$ cat config.mk
export PLATFORM = sky130hd
export DESIGN_NAME = smbs_ptr_slave
export DESIGN_NICKNAME = d
export VERILOG_FILES = /design/src/rtl/smbs_pkg.sv /design/src/rtl/smbs_line_sync.sv /design/src/rtl/smbs_regfile.sv /design/src/rtl/smbs_ptr_slave.sv
export SDC_FILE = /design/constraint.sdc
export NUM_CORES = 1
export LEC_CHECK = 0
export CORE_ASPECT_RATIO = 0.6
export CORE_MARGIN = 1
export CORE_UTILIZATION = 45
export DETAILED_ROUTE_END_ITERATION = 16
export PLACE_DENSITY = 0.75
export SYNTH_ARGS = -nofsm -noshare
export SYNTH_HDL_FRONTEND = slang
export SYNTH_HIERARCHICAL = 1
export SYNTH_SLANG_ARGS = --single-unit
$ cat constraint.sdc
create_clock -name clk -period 3.2 [get_ports clk]
set_input_delay 0.64 -clock clk [delete_from_list [all_inputs] [get_ports clk]]
set_output_delay 0.64 -clock clk [all_outputs]
set_load 0.02 [all_outputs]
$ cat src/rtl/smbs_pkg.sv
package smbs_pkg;

  typedef enum logic [1:0] {
    PTR_TEMP  = 2'b00,
    PTR_CFG   = 2'b01,
    PTR_THYST = 2'b10,
    PTR_TOS   = 2'b11
  } ptr_e;

  typedef enum logic [3:0] {
    ST_IDLE, ST_ADDR, ST_AACK, ST_PTR, ST_PACK,
    ST_WDAT, ST_WACK, ST_RDAT, ST_RMACK, ST_RNEXT
  } st_e;

  // keeps the top 9+r bits of a left-aligned sample
  function automatic logic [15:0] res_mask(input logic [1:0] r);
    return ~(16'h007F >> r);
  endfunction

  function automatic logic ptr_ok(input logic [7:0] b);
    return b[7:2] == 6'd0;
  endfunction

  function automatic logic two_byte(input ptr_e p);
    return p != PTR_CFG;
  endfunction

endpackage

$ cat src/rtl/smbs_line_sync.sv
module smbs_line_sync #(
  parameter int STAGES = 2
) (
  input  logic clk,
  input  logic rst_n,
  input  logic scl_i,
  input  logic sda_i,
  output logic sda_s,
  output logic scl_rise,
  output logic scl_fall,
  output logic start_evt,
  output logic stop_evt
);
  logic [STAGES-1:0] scl_q, sda_q;
  logic scl_p, sda_p, scl_s;

  always_ff @(posedge clk or negedge rst_n) begin
    if (!rst_n) begin
      scl_q <= '1;
      sda_q <= '1;
      scl_p <= 1'b1;
      sda_p <= 1'b1;
    end else begin
      scl_q <= {scl_q[STAGES-2:0], scl_i};
      sda_q <= {sda_q[STAGES-2:0], sda_i};
      scl_p <= scl_s;
      sda_p <= sda_s;
    end
  end

  assign scl_s     = scl_q[STAGES-1];
  assign sda_s     = sda_q[STAGES-1];
  assign scl_rise  = scl_s & ~scl_p;
  assign scl_fall  = ~scl_s & scl_p;
  assign start_evt = scl_s & scl_p & sda_p & ~sda_s;
  assign stop_evt  = scl_s & scl_p & ~sda_p & sda_s;
endmodule

$ cat src/rtl/smbs_regfile.sv
module smbs_regfile
  import smbs_pkg::*;
#(
  parameter logic [15:0] TOS_RST   = 16'h5000,
  parameter logic [15:0] THYST_RST = 16'h4B00,
  parameter int          ZERO_LSBS = 4
) (
  input  logic        clk,
  input  logic        rst_n,
  input  logic        cfg_we,
  input  logic        tos_we,
  input  logic        thy_we,
  input  logic [15:0] wdata,
  input  logic        temp_ld,
  input  logic [15:0] temp_in,
  output logic [7:0]  cfg_o,
  output logic [15:0] tos_o,
  output logic [15:0] thyst_o,
  output logic [15:0] temp_o
);
  localparam logic [15:0] LIM_MASK = 16'hFFFF << ZERO_LSBS;
  localparam logic [7:0]  CFG_MASK = 8'h7F;

  always_ff @(posedge clk or negedge rst_n) begin
    if (!rst_n) begin
      cfg_o   <= '0;
      tos_o   <= TOS_RST & LIM_MASK;
      thyst_o <= THYST_RST & LIM_MASK;
      temp_o  <= '0;
    end else begin
      if (cfg_we)  cfg_o   <= wdata[7:0] & CFG_MASK;
      if (tos_we)  tos_o   <= wdata & LIM_MASK;
      if (thy_we)  thyst_o <= wdata & LIM_MASK;
      if (temp_ld) temp_o  <= temp_in & res_mask(cfg_o[6:5]);
    end
  end
endmodule

$ cat src/rtl/smbs_ptr_slave.sv
module smbs_ptr_slave
  import smbs_pkg::*;
#(
  parameter int          SYNC_STAGES = 2,
  parameter logic [3:0]  ADDR_HI     = 4'b1001,
  parameter logic [15:0] TOS_RST     = 16'h5000,
  parameter logic [15:0] THYST_RST   = 16'h4B00
) (
  input  logic        clk,
  input  logic        rst_n,
  input  logic        scl_i,
  input  logic        sda_i,
  input  logic [2:0]  addr_pins,
  input  logic        sample_ld,
  input  logic [15:0] sample_val,
  output logic        sda_pull,
  output logic [7:0]  cfg_o,
  output logic [15:0] tos_o,
  output logic [15:0] thyst_o,
  output logic [15:0] temp_o,
  output logic        rd_strobe
);
  localparam logic [2:0] LAST_BIT = 3'd7;

  logic sda_s, scl_rise, scl_fall, start_evt, stop_evt;
  st_e        st;
  ptr_e       ptr;
  logic [2:0] cnt;
  logic [7:0] shreg, hold_hi, rx_byte, byte0;
  logic       rw, bsel;
  logic       cfg_we, tos_we, thy_we, temp_busy, temp_ld, byte_done;
  logic [15:0] wdata, sel_word;

  smbs_line_sync #(.STAGES(SYNC_STAGES)) u_sync (
    .clk(clk), .rst_n(rst_n), .scl_i(scl_i), .sda_i(sda_i),
    .sda_s(sda_s), .scl_rise(scl_rise), .scl_fall(scl_fall),
    .start_evt(start_evt), .stop_evt(stop_evt)
  );

  assign rx_byte   = {shreg[6:0], sda_s};
  assign byte_done = scl_rise && (cnt == LAST_BIT) && (st == ST_WDAT);
  assign cfg_we    = byte_done && (ptr == PTR_CFG);
  assign tos_we    = byte_done && (ptr == PTR_TOS) && bsel;
  assign thy_we    = byte_done && (ptr == PTR_THYST) && bsel;
  assign wdata     = (ptr == PTR_CFG) ? {8'h00, rx_byte} : {hold_hi, rx_byte};
  assign temp_busy = (ptr == PTR_TEMP) &&
                     (st == ST_RDAT || st == ST_RMACK || st == ST_RNEXT);
  assign temp_ld   = sample_ld && !temp_busy;

  always_comb begin
    unique case (ptr)
      PTR_TEMP:  sel_word = temp_o;
      PTR_CFG:   sel_word = {8'h00, cfg_o};
      PTR_THYST: sel_word = thyst_o;
      default:   sel_word = tos_o;
    endcase
  end
  assign byte0 = (ptr == PTR_CFG) ? cfg_o : sel_word[15:8];

  smbs_regfile #(.TOS_RST(TOS_RST), .THYST_RST(THYST_RST), .ZERO_LSBS(4)) u_regs (
    .clk(clk), .rst_n(rst_n), .cfg_we(cfg_we), .tos_we(tos_we), .thy_we(thy_we),
    .wdata(wdata), .temp_ld(temp_ld), .temp_in(sample_val),
    .cfg_o(cfg_o), .tos_o(tos_o), .thyst_o(thyst_o), .temp_o(temp_o)
  );

  always_ff @(posedge clk or negedge rst_n) begin
    if (!rst_n) begin
      st <= ST_IDLE; ptr <= PTR_TEMP; cnt <= '0; shreg <= '0; hold_hi <= '0;
      rw <= 1'b0; bsel <= 1'b0; sda_pull <= 1'b0; rd_strobe <= 1'b0;
    end else begin
      rd_strobe <= 1'b0;
      if (start_evt) begin
        st <= ST_ADDR; cnt <= '0; sda_pull <= 1'b0;
      end else if (stop_evt) begin
        st <= ST_IDLE; sda_pull <= 1'b0;
      end else begin
        case (st)
          ST_ADDR: if (scl_rise) begin
            shreg <= rx_byte; cnt <= cnt + 3'd1;
            if (cnt == LAST_BIT) begin
              if (rx_byte[7:1] == {ADDR_HI, addr_pins}) begin
                rw <= rx_byte[0]; st <= ST_AACK;
              end else st <= ST_IDLE;
            end
          end
          ST_AACK: if (scl_fall) begin
            if (!sda_pull) sda_pull <= 1'b1;
            else if (rw) begin
              bsel <= 1'b0; shreg <= byte0; sda_pull <= ~byte0[7];
              cnt <= '0; st <= ST_RDAT;
            end else begin
              sda_pull <= 1'b0; cnt <= '0; st <= ST_PTR;
            end
          end
          ST_PTR: if (scl_rise) begin
            shreg <= rx_byte; cnt <= cnt + 3'd1;
            if (cnt == LAST_BIT) begin
              if (ptr_ok(rx_byte)) begin
                ptr <= ptr_e'(rx_byte[1:0]); st <= ST_PACK;
              end else st <= ST_IDLE;
            end
          end
          ST_PACK: if (scl_fall) begin
            if (!sda_pull) sda_pull <= 1'b1;
            else begin
              sda_pull <= 1'b0; cnt <= '0; bsel <= 1'b0; st <= ST_WDAT;
            end
          end
          ST_WDAT: if (scl_rise) begin
            shreg <= rx_byte; cnt <= cnt + 3'd1;
            if (cnt == LAST_BIT) begin
              if (ptr == PTR_TEMP) st <= ST_IDLE;
              else begin
                if (!bsel) hold_hi <= rx_byte;
                st <= ST_WACK;
              end
            end
          end
          ST_WACK: if (scl_fall) begin
            if (!sda_pull) sda_pull <= 1'b1;
            else begin
              sda_pull <= 1'b0;
              if (two_byte(ptr) && !bsel) begin
                bsel <= 1'b1; cnt <= '0; st <= ST_WDAT;
              end else st <= ST_IDLE;
            end
          end
          ST_RDAT: if (scl_fall) begin
            if (cnt == LAST_BIT) begin
              sda_pull <= 1'b0; st <= ST_RMACK;
            end else begin
              cnt <= cnt + 3'd1; shreg <= {shreg[6:0], 1'b0}; sda_pull <= ~shreg[6];
            end
          end
          ST_RMACK: if (scl_rise) begin
            if (!two_byte(ptr) || bsel) begin
              rd_strobe <= 1'b1; st <= ST_IDLE;
            end else if (sda_s) st <= ST_IDLE;
            else st <= ST_RNEXT;
          end
          ST_RNEXT: if (scl_fall) begin
            bsel <= 1'b1; shreg <= sel_word[7:0]; sda_pull <= ~sel_word[7];
            cnt <= '0; st <= ST_RDAT;
          end
          default: st <= ST_IDLE;
        endcase
      end
    end
  end
endmodule

-- Yosys cells after proc, flatten, opt, wreduce, memory -nomap -nowiden
Index checks and enable logic that the tools add are counted.
- register bits: 81
- output and inout bits: 58
- $add $sub $neg: 1
- reduce and logical (&&, ||, !) cells: 33
- shift operators: 1
- bitwise gates (word level): 20
- mux-type cells: 75
- equality and inequality tests: 54
- operators by type and width (cell ; number):
    4-bit two-way mux ; 20
    4-bit != test, second input constant ; 16
    7-bit two-way mux ; 7
    16-bit one-hot mux with 3 select lines ; 1
    3-bit two-way mux ; 15
    4-bit one-hot mux with 9 select lines ; 1
    7-bit one-hot mux with 4 select lines ; 1
    1-bit two-way mux ; 24
    2-bit != test, second input constant ; 12
    3-bit != test, second input constant ; 6
    16-bit AND ; 1
    4-bit by 3-bit == test with 1-bit output, second input constant ; 4
    16-bit two-way mux ; 1
    16-bit inverter ; 1
    16-bit AND reduction ; 1
    7-bit by 2-bit right shift with 16-bit output, first input constant ; 1
    3-bit one-hot mux with 5 select lines ; 1
    12-bit AND reduction ; 1
    6-bit AND reduction ; 2
    6-bit nonzero test ; 2
    1-bit inverter ; 11
    11-bit AND reduction ; 1
    1-bit logical AND ; 10
    10-bit AND reduction ; 1
    other kinds (24) ; 43

-- Depth between registers and ports, before layout
Gate-level depths: netlist (run 1).
- depth in word-level cells: 10
- mapped depth: 9

-- Cells and area by module
Netlist (run 1), hierarchy kept.
- modules (own cells, without submodules) (module ; times used ; sequential area each (µm²) ; area an instance (µm²) ; cells each):
    smbs_ptr_slave ; 1 ; 700.7 ; 2401.1 ; 238
    smbs_regfile ; 1 ; 1083.5 ; 1749.2 ; 111
    smbs_line_sync ; 1 ; 157.7 ; 190.2 ; 10

-- Worst setup path before layout (run 1)
OpenSTA, ideal clock, no wires.
- path type: reg-to-reg
- from: register u_sync.sda_q[1]
- to: register shreg[4]
- stages on the path, launching flop included: 7
- data required time: 3.073 ns
- period minus slack after synthesis: 2.015 ns
- arrival: 1.888 ns
- buffers on the path: 1
- library setup time: 0.127 ns
- setup slack: 1.185 ns
- cell sequence: dfstp_2 > and4b_1 > nor2_1 > o311ai_0 > a211o_1 > buf_4 > mux2_1
- word-level cells in the longest chain between the ends: 4
- ends and longest elaborated chain (item ; line ; text):
    start, declared ; smbs_line_sync.sv:14 ; logic [STAGES-1:0] scl_q, sda_q;
    start signal, assigned ; smbs_line_sync.sv:25 ; sda_q <= {sda_q[STAGES-2:0], sda_i};
    1-bit inverter ; smbs_line_sync.sv:35 ; assign start_evt = scl_s & scl_p & sda_p & ~sda_s;
    1-bit AND ; smbs_line_sync.sv:35 ;
    net start_evt ; smbs_ptr_slave.sv:25 ; logic sda_s, scl_rise, scl_fall, start_evt, stop_evt;
    1-bit inverter (no line) ; - ;
    10-bit AND reduction (no line) ; - ;
    end signal, assigned ; smbs_ptr_slave.sv:79 ; shreg <= rx_byte; cnt <= cnt + 3'd1;
    end signal, assigned ; smbs_ptr_slave.sv:96 ; shreg <= rx_byte; cnt <= cnt + 3'd1;
    end signal, assigned ; smbs_ptr_slave.sv:110 ; shreg <= rx_byte; cnt <= cnt + 3'd1;
    end, declared ; smbs_ptr_slave.sv:29 ; logic [7:0] shreg, hold_hi, rx_byte, byte0;
The timed path passes the listed nets, and every way through them passes these cells.
A chain may end at the register's enable or synchronous reset.

-- Worst setup path after layout (run 1)
- from: register st[1]
- to: register shreg[6]
- word-level cells in the longest chain between the ends: 4
- ends and longest elaborated chain (item ; line ; text):
    start, declared ; smbs_ptr_slave.sv:26 ; st_e st;
    start signal, assigned ; smbs_ptr_slave.sv:68 ; st <= ST_IDLE; ptr <= PTR_TEMP; cnt <= '0; shreg <= '0; hold_hi <= '0;
    start signal, assigned ; smbs_ptr_slave.sv:73 ; st <= ST_ADDR; cnt <= '0; sda_pull <= 1'b0;
    start signal, assigned ; smbs_ptr_slave.sv:75 ; st <= ST_IDLE; sda_pull <= 1'b0;
    4-bit by 3-bit == test with 1-bit output, or another cell as far along ; smbs_ptr_slave.sv:77 ; case (st)
    3-bit OR reduction (no line) ; - ;
    2-bit by 1-bit != test with 1-bit output (no line) or 4-bit nonzero test (tied branches) ; - ;
    10-bit AND reduction (no line) ; - ;
Parallel ways exist; a longest one is shown, timed or not.

==> results of run 1 <==
-- power by group --
| part | switching [W] | internal [W] | total (W) |
|---|---|---|---|
| registers | 0.000122 | 0.00105 | 0.00117 |
| logic | 0.000277 | 0.000244 | 0.000522 |
| clock network | 0.000378 | 0.000766 | 0.00114 |
-- worst min-delay path by stage --
stage / start / to / slack, ns / depth (start not counted)
4_1_cts: u_sync/scl_q[0] / u_sync/scl_q[1] / 0.36 / 0
3_3_place_gp: u_sync/scl_q[0] / u_sync/scl_q[1] / 0.35 / 0
6_report: u_sync/scl_q[0] / u_sync/scl_q[1] / 0.36 / 0
2_1_floorplan: rst_n / bsel / 0.34 / 0
3_5_place_dp: u_sync/sda_q[0] / u_sync/sda_q[1] / 0.35 / 0
5_1_grt: u_sync/scl_q[0] / u_sync/scl_q[1] / 0.37 / 0
-- synthesized netlist by cell type (3+ instances only) --
library cell / n
a211oi_1: 3
a21oi_1: 5
a22oi_1: 6
and2_1: 9
and4b_1: 3
buf_2: 11
buf_4: 15
buf_6: 5
dfrtp_1: 65
dfstp_2: 12
inv_1: 7
mux2_2: 52
mux2_4: 6
mux2i_1: 4
mux4_2: 16
nand2_1: 28
nand2b_1: 9
nand3_1: 10
nor2_1: 18
nor2b_1: 4
nor3_1: 5
o21ai_0: 9
o31ai_1: 4
-- cells by family after synthesis --
logic type	after synthesis	share of synthesized area, %
compound gates	48	8.45
buf+inv	41	6.28
fa+ha+maj	2	0.576
mux	79	25.1
xor+xnor	3	0.605
other cells	1	0.0864
flops	77	44.7
simple gates	108	14.2
-- layer usage --
| metal | share of wire, % | global-route usage (%) | routed length (um) |
|---|---|---|---|
| met5 | 0 | 0 | 0 |
| met4 | 1.2 | 6.24 | 129 |
| met3 | 9.0 | 7.09 | 982 |
| met2 | 41 | 33.0 | 4500 |
| met1 | 49 | 36.2 | 5360 |
-- state kept, by name (all words and copies together) (netlist names) --
signal	flops
bsel	1
cnt	3
hold_hi	8
ptr	2
rd_strobe	1
rw	1
sda_pull	1
shreg	7
st	4
u_regs/cfg_o	7
u_regs/temp_o	12
u_regs/thyst_o	12
u_regs/tos_o	12
u_sync/scl_p	1
u_sync/scl_q	2
u_sync/sda_p	1
u_sync/sda_q	2
-- cell type report --
| type | count | area [um2] |
|---|---|---|
| multi-input combinational | 253 | 2170 |
| inverter | 7 | 26.3 |
| sequential | 77 | 1940 |
| timing repair buffer | 78 | 743 |
| fill | 764 | 3870 |
| tap | 130 | 163 |
| clock inverter | 3 | 65.1 |
| clock buffer | 13 | 280 |
-- per-stage QoR --
| step | power [W] | util, % | hold slack (ns) | cell area, um2 |
|---|---|---|---|---|
| finish | 0.00284 | 58.2 | 0.360 | 5390 |
| global route | 0.00298 | 58.2 | 0.367 | 5390 |
| CTS | 0.00286 | 58.2 | 0.362 | 5390 |
| detailed placement | 0.00170 | 54.5 | 0.349 | 5040 |
| global placement | 0.00168 | 54.5 | 0.347 | 5040 |
| floorplan | 0.00151 | - | 0.344 | 4390 |
==> impl_metrics.csv, run 1 <==
group,metric,value,unit
setup_path,r2r_cells,4,
setup_path,timing.critical_path.arrival,2.77,ns
yosys,synth_top_cell_area_share,37.5,%
timing,setup_ws,0.639,ns
run_status,status,"finished clean",
drt,postRouteWirelength,11000,um
die,die_area,10100,um2
yosys,synthCells,359,
yosys,ys_seq_elements,77,
cts,insertion_delay,0.33,ns
timing,fin_crit_sh,80.0,%
cts,clkTransAtPathRegs,0.06,ns
timing,relSlewSlack,37.1,%
cts,cts_resized,0,
yosys,synth-main-ff-cell,"dfrtp_1",
yosys,async_flop_share,100,%
drt,ant_nets,0,
placed_design,placed_cells_incl_taps,545,
placed_design,place_congestion,0.866,
setup_path,crit_cells,4,
setup_path,critPathRequiredTime,3.41,ns
timing,finalHoldViolCount,0,
yosys,yosysSeqAreaShare,44.7,%
cells_and_area,insertedDiodeCount,0,
setup_path,crit_path_start,"st[1]",
die,die_x,129,um
drt,dr.pass1.iters,5,
global_route,grt_max_degree,78,
cts,root_buffer,"clkbuf_16",
global_route,antenna_found_initial,0,
yosys,synth.distinct_cells,65,
setup_path,cp-start-kind,"flip-flop",
cts,cts_tree,"built",
pwr,ir_drop,0.289,mV
timing,finalMaxSlewViolations,0,
global_route,grt.total_usage,23.9,%
drt,drc_errors,0,
yosys,synthTopCellsByArea,"dfrtp_1 37%, mux2_2 13%, mux4_2 8.3%",
cells_and_area,mostFrequentLayoutCells,"65 x dfrtp_1, 63 x clkdlybuf4s50_1, 52 x mux2_2, 28 x nand2_1, 18 x nor2_1",
yosys,yosysTopAreaCell,"dfrtp_1",
timing,tightest_slew,0.944,ns
cts,post_cts_buffers,0,
timing,setup_viol,0,
cells_and_area,syn2layout_area_growth,24.2,%
cells_and_area,final_common_cell,"dfrtp_1",
placed_design,post-place-ws,0.721,ns
yosys,yosys_warnings,6,
die,initial_core_util,46.9,%
cts,clockBufferDepth,2,
setup_path,r2r_start,"st[1]",
run,drv_cap,0,
timing,rsz0062_at_grt,"false",
timing,period_minus_slack,2.56,ns
global_route,grt_overflow_total,0,
cts,ctsHoldBuffers,0,
cts,cts_inserted_buffers,9,
cells_and_area,finalNetCount,452,
setup_path,critPathCapture,"shreg[6]",
drt,via_count,3185,
setup_path,slowest_delay,0.82,ns
setup_path,path_max_fanout,23,
yosys,synth_area_per_cell,12.1,um2
setup_path,r2r_end,"shreg[6]",
global_route,grt_pass1_vias,3247,
cts,cts_num_sinks,77,
drt,wl_per_cell,19.6,um
cells_and_area,drive_gt1_share,30.4,%
placed_design,hpwl,7670,um
die,chipHeight,78.1,um
die,row_count,27,
worst_hold_path,hold_path.class,"reg2reg",
placed_design,portBuffers,64,
setup_path,crit_family,"compound AO/OA/AOI/OAI gates",
drt,first_iter_violations,226,
setup_path,path_cells,"nand2_1 -> a211oi_2 -> a211o_1 -> mux2_2",
setup_path,rrSetupSlack,0.64,ns
setup_path,crit_path_end_kind,"flip-flop",
setup_path,path_class,"reg2reg",
setup_path,path_buf_inv,0,
pwr,cellPowerDensity,527,nW/um2
drt,drt-vias-per-instance,5.68,
yosys,netlist_area,4340,um2
timing,fin_setup_tns,0,ns
global_route,grt_first_pass_wirelength,17800,um
pwr,p_leak,2.29,nW
setup_path,crit_path_top_delay_cell,"dfrtp_1",
timing,fmax,391,MHz
cts,htreeDepth,3,
die,core_area,9260,um2
yosys,synth_edf_count,0,
die,num_io_pins,82,
cells_and_area,instances_no_fill,561,
timing,fin_skew,0.00343,ns
No activity file was read; power rests on OpenSTA's default activity.
==> run 2: changes to the inputs <==
clock period = 2.6 ns   (was 3.2 ns; I/O delays follow)
==> run 2 against run 1 <==
  * Via count rose by 1.9%
  * Register-to-register slack got worse by 0.48 ns
  * Worst setup slack got worse by 0.48 ns
  * Die area stayed put
  * Cell count grew 3.6%
  * Largest power group unchanged
  * Hold slack lost 0.18 ns
  * Global-route usage up 0.28 points
  * Power is 20% higher
  * Cell area is 2.3% higher
  * Routed wire length grew 2.6%
  * Sequential share of layout area down 0.79 points
==> impl_metrics.csv, run 2 (synthesis results as in run 1) <==
group,metric,value,unit
run_status,status,"finished clean",
cts,ctsHoldBuffers,0,
timing,fin_crit_sh,93.9,%
timing,relSlewSlack,48.8,%
timing,fin_skew,0.00470,ns
die,row_count,27,
cts,cts_inserted_buffers,9,
die,die_area,10100,um2
drt,drt-vias-per-instance,5.59,
cts,cts_resized,0,
cells_and_area,reg_top3,"u_regs/temp_o x12, u_regs/thyst_o x12, u_regs/tos_o x12",
setup_path,slowest_delay,0.67,ns
placed_design,post-place-ws,0.257,ns
global_route,grt_max_degree,45,
timing,fin_hold_ws,0.180,ns
global_route,grt.total_usage,24.2,%
run,drv_cap,0,
placed_design,portBuffers,64,
pwr,power,0.00341,W
worst_hold_path,hold_path.class,"in2async",
drt,postRouteWirelength,11300,um
global_route,grt_most_used_layer,"met1",
cts,cts_tree,"built",
global_route,met3_usage,7.23,%
cells_and_area,syn2layout_area_growth,27.0,%
drt,via_count,3247,
cells_and_area,final_common_cell,"dfrtp_1",
cts,insertion_delay,0.33,ns
pwr,cellPowerDensity,618,nW/um2
die,die_x,129,um
global_route,met1_usage,37.2,%
cells_and_area,finalNetCount,472,
cts,clkTransAtPathRegs,0.06,ns
die,chipHeight,78.1,um
setup_path,timing.critical_path.arrival,2.66,ns
setup_path,path_class,"reg2reg",
pwr,switching_share,28.8,%
global_route,grt_overflow_total,0,
cells_and_area,insertedDiodeCount,0,
cts,clockBufferDepth,2,
drt,dr.pass1.iters,5,
setup_path,critPathRequiredTime,2.82,ns
pwr,comb_power_share,20.2,%
timing,finalHoldViolCount,0,
timing,finalMaxSlewViolations,0,
cts,htreeDepth,3,
die,num_io_pins,82,
drt,ant_nets,0,
pwr,ir_drop,0.272,mV
placed_design,hpwl,8330,um
cells_and_area,fill_cells,767,
setup_path,crit_path_top_delay_cell,"o311ai_0",
global_route,grt_first_pass_wirelength,18100,um
global_route,met2_usage,33.4,%
pwr,p_leak,2.38,nW
global_route,grt_pass1_vias,3245,
timing,fin_setup_tns,0,ns
global_route,antenna_found_initial,0,
setup_path,cp-start-kind,"flip-flop",
setup_path,path_max_fanout,14,
setup_path,crit_path_end_kind,"flip-flop",
pwr,p_int,0.00242,W
timing,tightest_slew,0.758,ns
drt,first_iter_violations,228,
setup_path,path_cells,"nor2_1 -> a22oi_1 -> o311ai_0 -> a211o_1 -> buf_12 -> mux2_2",
pwr,net-switching-power,0.000981,W
cts,post_cts_buffers,0,
pwr,seq_power_share,42.8,%
timing,rsz0062_at_grt,"false",
pwr,clkPwrFrac,37.0,%
die,core_area,9260,um2
timing,fmax,409,MHz
drt,drc_errors,0,
timing,period_minus_slack,2.44,ns
cts,root_buffer,"clkbuf_16",
timing,setup_viol,0,
die,initial_core_util,46.9,%
timing,setup_ws,0.158,ns
cells_and_area,final_util,59.5,%
drt,wl_per_cell,19.4,um
cells_and_area,mostFrequentLayoutCells,"65 x dfrtp_1, 63 x clkdlybuf4s50_1, 52 x mux2_2, 34 x buf_4, 28 x nand2_1",
cts,cts_num_sinks,77,
cells_and_area,drive_gt1_share,33.0,%
placed_design,place_congestion,0.932,
[run 2: cell count changes in the layout (fill, tap and decap cells not counted)]
cell / change
bufinv_16: -1
clkbuf_1: +2
clkbuf_8: -2
buf_4: +19
clkinv_4: +1
buf_12: +1
[run 2: worst paths after layout]
path,from,to,slack [ns],depth (start not counted)
min,rst_n,u_regs/temp_o[14],0.18,1
max in group asynchronous,rst_n,u_regs/tos_o[12],1.70,2
min in group clk,u_sync/sda_q[0],u_sync/sda_q[1],0.36,0
min reg2reg,u_sync/sda_q[0],u_sync/sda_q[1],0.36,0
max reg2reg,st[3],shreg[3],0.16,6
max,st[3],shreg[3],0.16,6
[run 2: area by class of cell]
type | count | area [um2] | share of cell area, %
clock buffers | 13 | 260 | 4.72
clock inverters | 3 | 43.8 | 0.795
repair buffers | 98 | 906 | 16.4
inverters | 7 | 26.3 | 0.477
well taps | 130 | 163 | 2.95
flip-flops and latches | 77 | 1940 | 35.2
multi-input cells | 253 | 2170 | 39.4
[run 2: per-stage QoR]
| step | std cells | area [um2] |
|---|---|---|
| floorplan | 371 | 4390 |
| global placement | 565 | 5210 |
| detailed placement | 565 | 5210 |
| CTS | 581 | 5510 |
| global route | 581 | 5510 |
| finish | 581 | 5510 |
[run 2: power by group through the flow]
stage / clock network, W / logic (W) / registers (W)
6_report: 0.00126 / 0.000689 / 0.00146
5_1_grt: 0.00134 / 0.000740 / 0.00147
4_1_cts: 0.00129 / 0.000687 / 0.00145
3_5_place_dp: 0 / 0.000685 / 0.00147
3_3_place_gp: 0 / 0.000670 / 0.00146
2_1_floorplan: 0 / 0.000446 / 0.00142
[run 2: critical path: cells and delay by family, from the launching register on]
kind / cells / cell delay [ns]
buffers and inverters: 1 / 0.14
and+or+nand+nor: 1 / 0.28
muxes: 1 / 0.33
AOI/OAI and AO/OA: 3 / 1.02
DFF: 1 / 0.56
[run 2: per-layer routing]
metal / share of wire [%] / wire length [um]
met1: 50 / 5620
met2: 41 / 4620
met3: 8.4 / 943
met4: 0.67 / 75
met5: 0 / 0
==> run 3: changes to the inputs <==
ABC_AREA = 1   (was not set)
PLACE_DENSITY = 0.74   (was 0.75)
==> run 3 against run 2 <==
  * Clock power hardly changed
  * Critical path type unchanged
  * Combinational power fell by 27%
  * Clock skew rose by 0.0023 ns
  * Die area increased by 2.7%
  * Cell count up 44%
  * Largest cell class unchanged
  * Hold slack lost 0.013 ns
  * Synthesized cell count up 75%
==> impl_metrics.csv, run 3 <==
group,metric,value,unit
run_status,status,"finished clean",
drt,drc_errors,0,
yosys,async_flop_share,100,%
cts,ctsHoldBuffers,0,
cts,htreeDepth,3,
placed_design,portBuffers,64,
setup_path,crit_path_top_delay_cell,"dfstp_2",
cells_and_area,mostFrequentLayoutCells,"262 x nand2_1, 83 x inv_1, 65 x dfrtp_1, 63 x clkdlybuf4s50_1, 45 x nor2_1",
yosys,synth.cells.most_frequent,"262 x nand2_1, 83 x inv_1, 65 x dfrtp_1, 45 x nor2_1",
timing,setup_ws,0.516,ns
yosys,ys_seq_elements,77,
setup_path,path_class,"reg2reg",
die,num_io_pins,82,
cts,cts_inserted_buffers,9,
setup_path,timing.critical_path.arrival,2.29,ns
cts,insertion_delay,0.34,ns
placed_design,post-place-ws,0.571,ns
setup_path,slowest_delay,0.59,ns
pwr,p_leak,2.70,nW
setup_path,crit_family,"simple AND/OR/NAND/NOR gates",
setup_path,path_cells,"inv_1 -> nand2_1 -> nor2_1 -> nor2_2 -> inv_1 -> nor2_1 -> nand4_1 -> nand2_1 -> o21ai_0",
worst_hold_path,hold_path.class,"in2async",
cts,root_buffer,"clkbuf_16",
cts,cts_tree,"built",
cts,clkTransAtPathRegs,0.06,ns
cells_and_area,reg_top3,"u_regs/temp_o x12, u_regs/thyst_o x12, u_regs/tos_o x12",
yosys,synth_edf_count,0,
yosys,synthMostInstantiatedCell,"nand2_1",
drt,wl_per_cell,16.3,um
timing,period_minus_slack,2.08,ns
timing,fin_skew,0.00702,ns
cells_and_area,syn2layout_area_growth,23.1,%
global_route,antenna_found_initial,0,
cells_and_area,drive_gt1_share,10.6,%
yosys,yosys_warnings,6,
die,die_x,131,um
yosys,synth_top_cell_area_share,36.5,%
cells_and_area,finalNetCount,726,
cts,cts_num_sinks,77,
die,chipHeight,79.1,um
pwr,ir_drop,0.465,mV
timing,fin_setup_tns,0,ns
setup_path,path_buf_inv,2,
timing,fin_crit_sh,80.1,%
yosys,synth.distinct_cells,28,
drt,drt-vias-per-instance,5.21,
die,row_count,27,
cells_and_area,area.sequential,1940,um2
drt,ant_nets,0,
cells_and_area,fill_cells,918,
die,initial_core_util,47.5,%
timing,finalHoldViolCount,0,
setup_path,rrSetupSlack,0.52,ns
timing,rsz0062_at_grt,"false",
timing,fin_hold_ws,0.168,ns
die,core_area,9390,um2
yosys,synth-main-ff-cell,"dfrtp_1",
global_route,grt_overflow_total,0,
placed_design,hpwl,10100,um
timing,finalMaxSlewViolations,0,
cts,clockBufferDepth,2,
timing,relSlewSlack,55.2,%
yosys,synth_area_per_cell,7.08,um2
global_route,grt_first_pass_wirelength,21300,um
cells_and_area,final_util,58.5,%
pwr,power,0.00322,W
global_route,grt.total_usage,28.1,%
setup_path,crit_path_end_kind,"flip-flop",
cells_and_area,final_common_cell,"nand2_1",
yosys,netlist_area,4460,um2
placed_design,place_congestion,0.960,
timing,fmax,480,MHz
drt,via_count,4352,
cts,post_cts_buffers,0,
drt,first_iter_violations,348,
yosys,yosysTopAreaCell,"dfrtp_1",
cts,cts_resized,0,
setup_path,cp-start-kind,"flip-flop",
drt,postRouteWirelength,13600,um
yosys,yosysSeqAreaShare,43.5,%
cells_and_area,insertedDiodeCount,0,
run,drv_cap,0,
die,die_area,10300,um2
timing,setup_viol,0,
timing,tightest_slew,0.671,ns
global_route,grt_pass1_vias,3979,
drt,dr.pass1.iters,7,
yosys,synthCells,630,
setup_path,path_max_fanout,10,
yosys,synthTopCellsByArea,"dfrtp_1 36%, nand2_1 22%, dfstp_2 7.1%",
setup_path,critPathRequiredTime,2.81,ns
cells_and_area,multi_input_area,2050,um2
pwr,cellPowerDensity,586,nW/um2
global_route,grt_max_degree,78,
==> run 3: cell count changes after synthesis, moves of 9 or more <==
cell,delta
nand2_1,+234
nand3_1,+27
mux2_2,-52
buf_2,-9
o21ai_2,+9
mux4_2,-16
o21ai_0,+28
nor2_1,+27
and2_1,-9
nand2b_1,-9
inv_1,+76
nand4_1,+15
==> run 3: final timing paths <==
check,to,from,cells past startpoint
worst max-delay path,ptr[0],u_sync/sda_q[1],9
worst min-delay path,rd_strobe,rst_n,2
worst max register to register,ptr[0],u_sync/sda_q[1],9
worst min register to register,u_sync/scl_q[1],u_sync/scl_q[0],0
max in group asynchronous,u_sync/scl_p,rst_n,2
min in group clk,u_sync/scl_q[1],u_sync/scl_q[0],0
==> run 3: final cells by class <==
class	count	share of cell area, %
multi-input cells	453	37.3
repair buffers	72	12.9
flip-flops and latches	77	35.4
inverters	87	5.95
clock buffers	11	4.42
clock inverters	5	1.07
well taps	130	2.96
==> run 3: metrics by stage <==
| stage | instance area (um2) | instances |
|---|---|---|
| floorplan | 4510 | 642 |
| global placement | 5190 | 819 |
| detailed placement | 5190 | 819 |
| CTS | 5490 | 835 |
| global route | 5490 | 835 |
| finish | 5490 | 835 |
==> run 3: worst reg2reg max path, delay by kind of cell, from the launching register on <==
family          cells  cell delay (ns)
simple gates        6             1.06
flops               1             0.59
compound gates      1             0.09
buf+inv             2             0.21
==> run 3: cells by family (layout without fill, tap and decap cells) <==
logic type	Yosys count	after routing	synth area share, %
DFF	77	77	43.5
and+or+nand+nor	386	386	37.3
adders and majority gates	2	2	0.561
other	1	13	0.0840
AOI/OAI and AO/OA	52	52	6.70
buffers and inverters	112	175	11.8
==> run 3: per-layer routing <==
metal  global-route usage (%)  wire length (um)
met1                     43.5              6620
met2                     38.7              5450
met3                     6.94              1390
met4                     5.98               138
met5                        0                 0
==> run 3: power breakdown <==
group,switching [W],internal (W),total (W)
logic,0.000334,0.000169,0.000502
clock network,0.000514,0.000772,0.00129
registers,0.000144,0.00129,0.00143
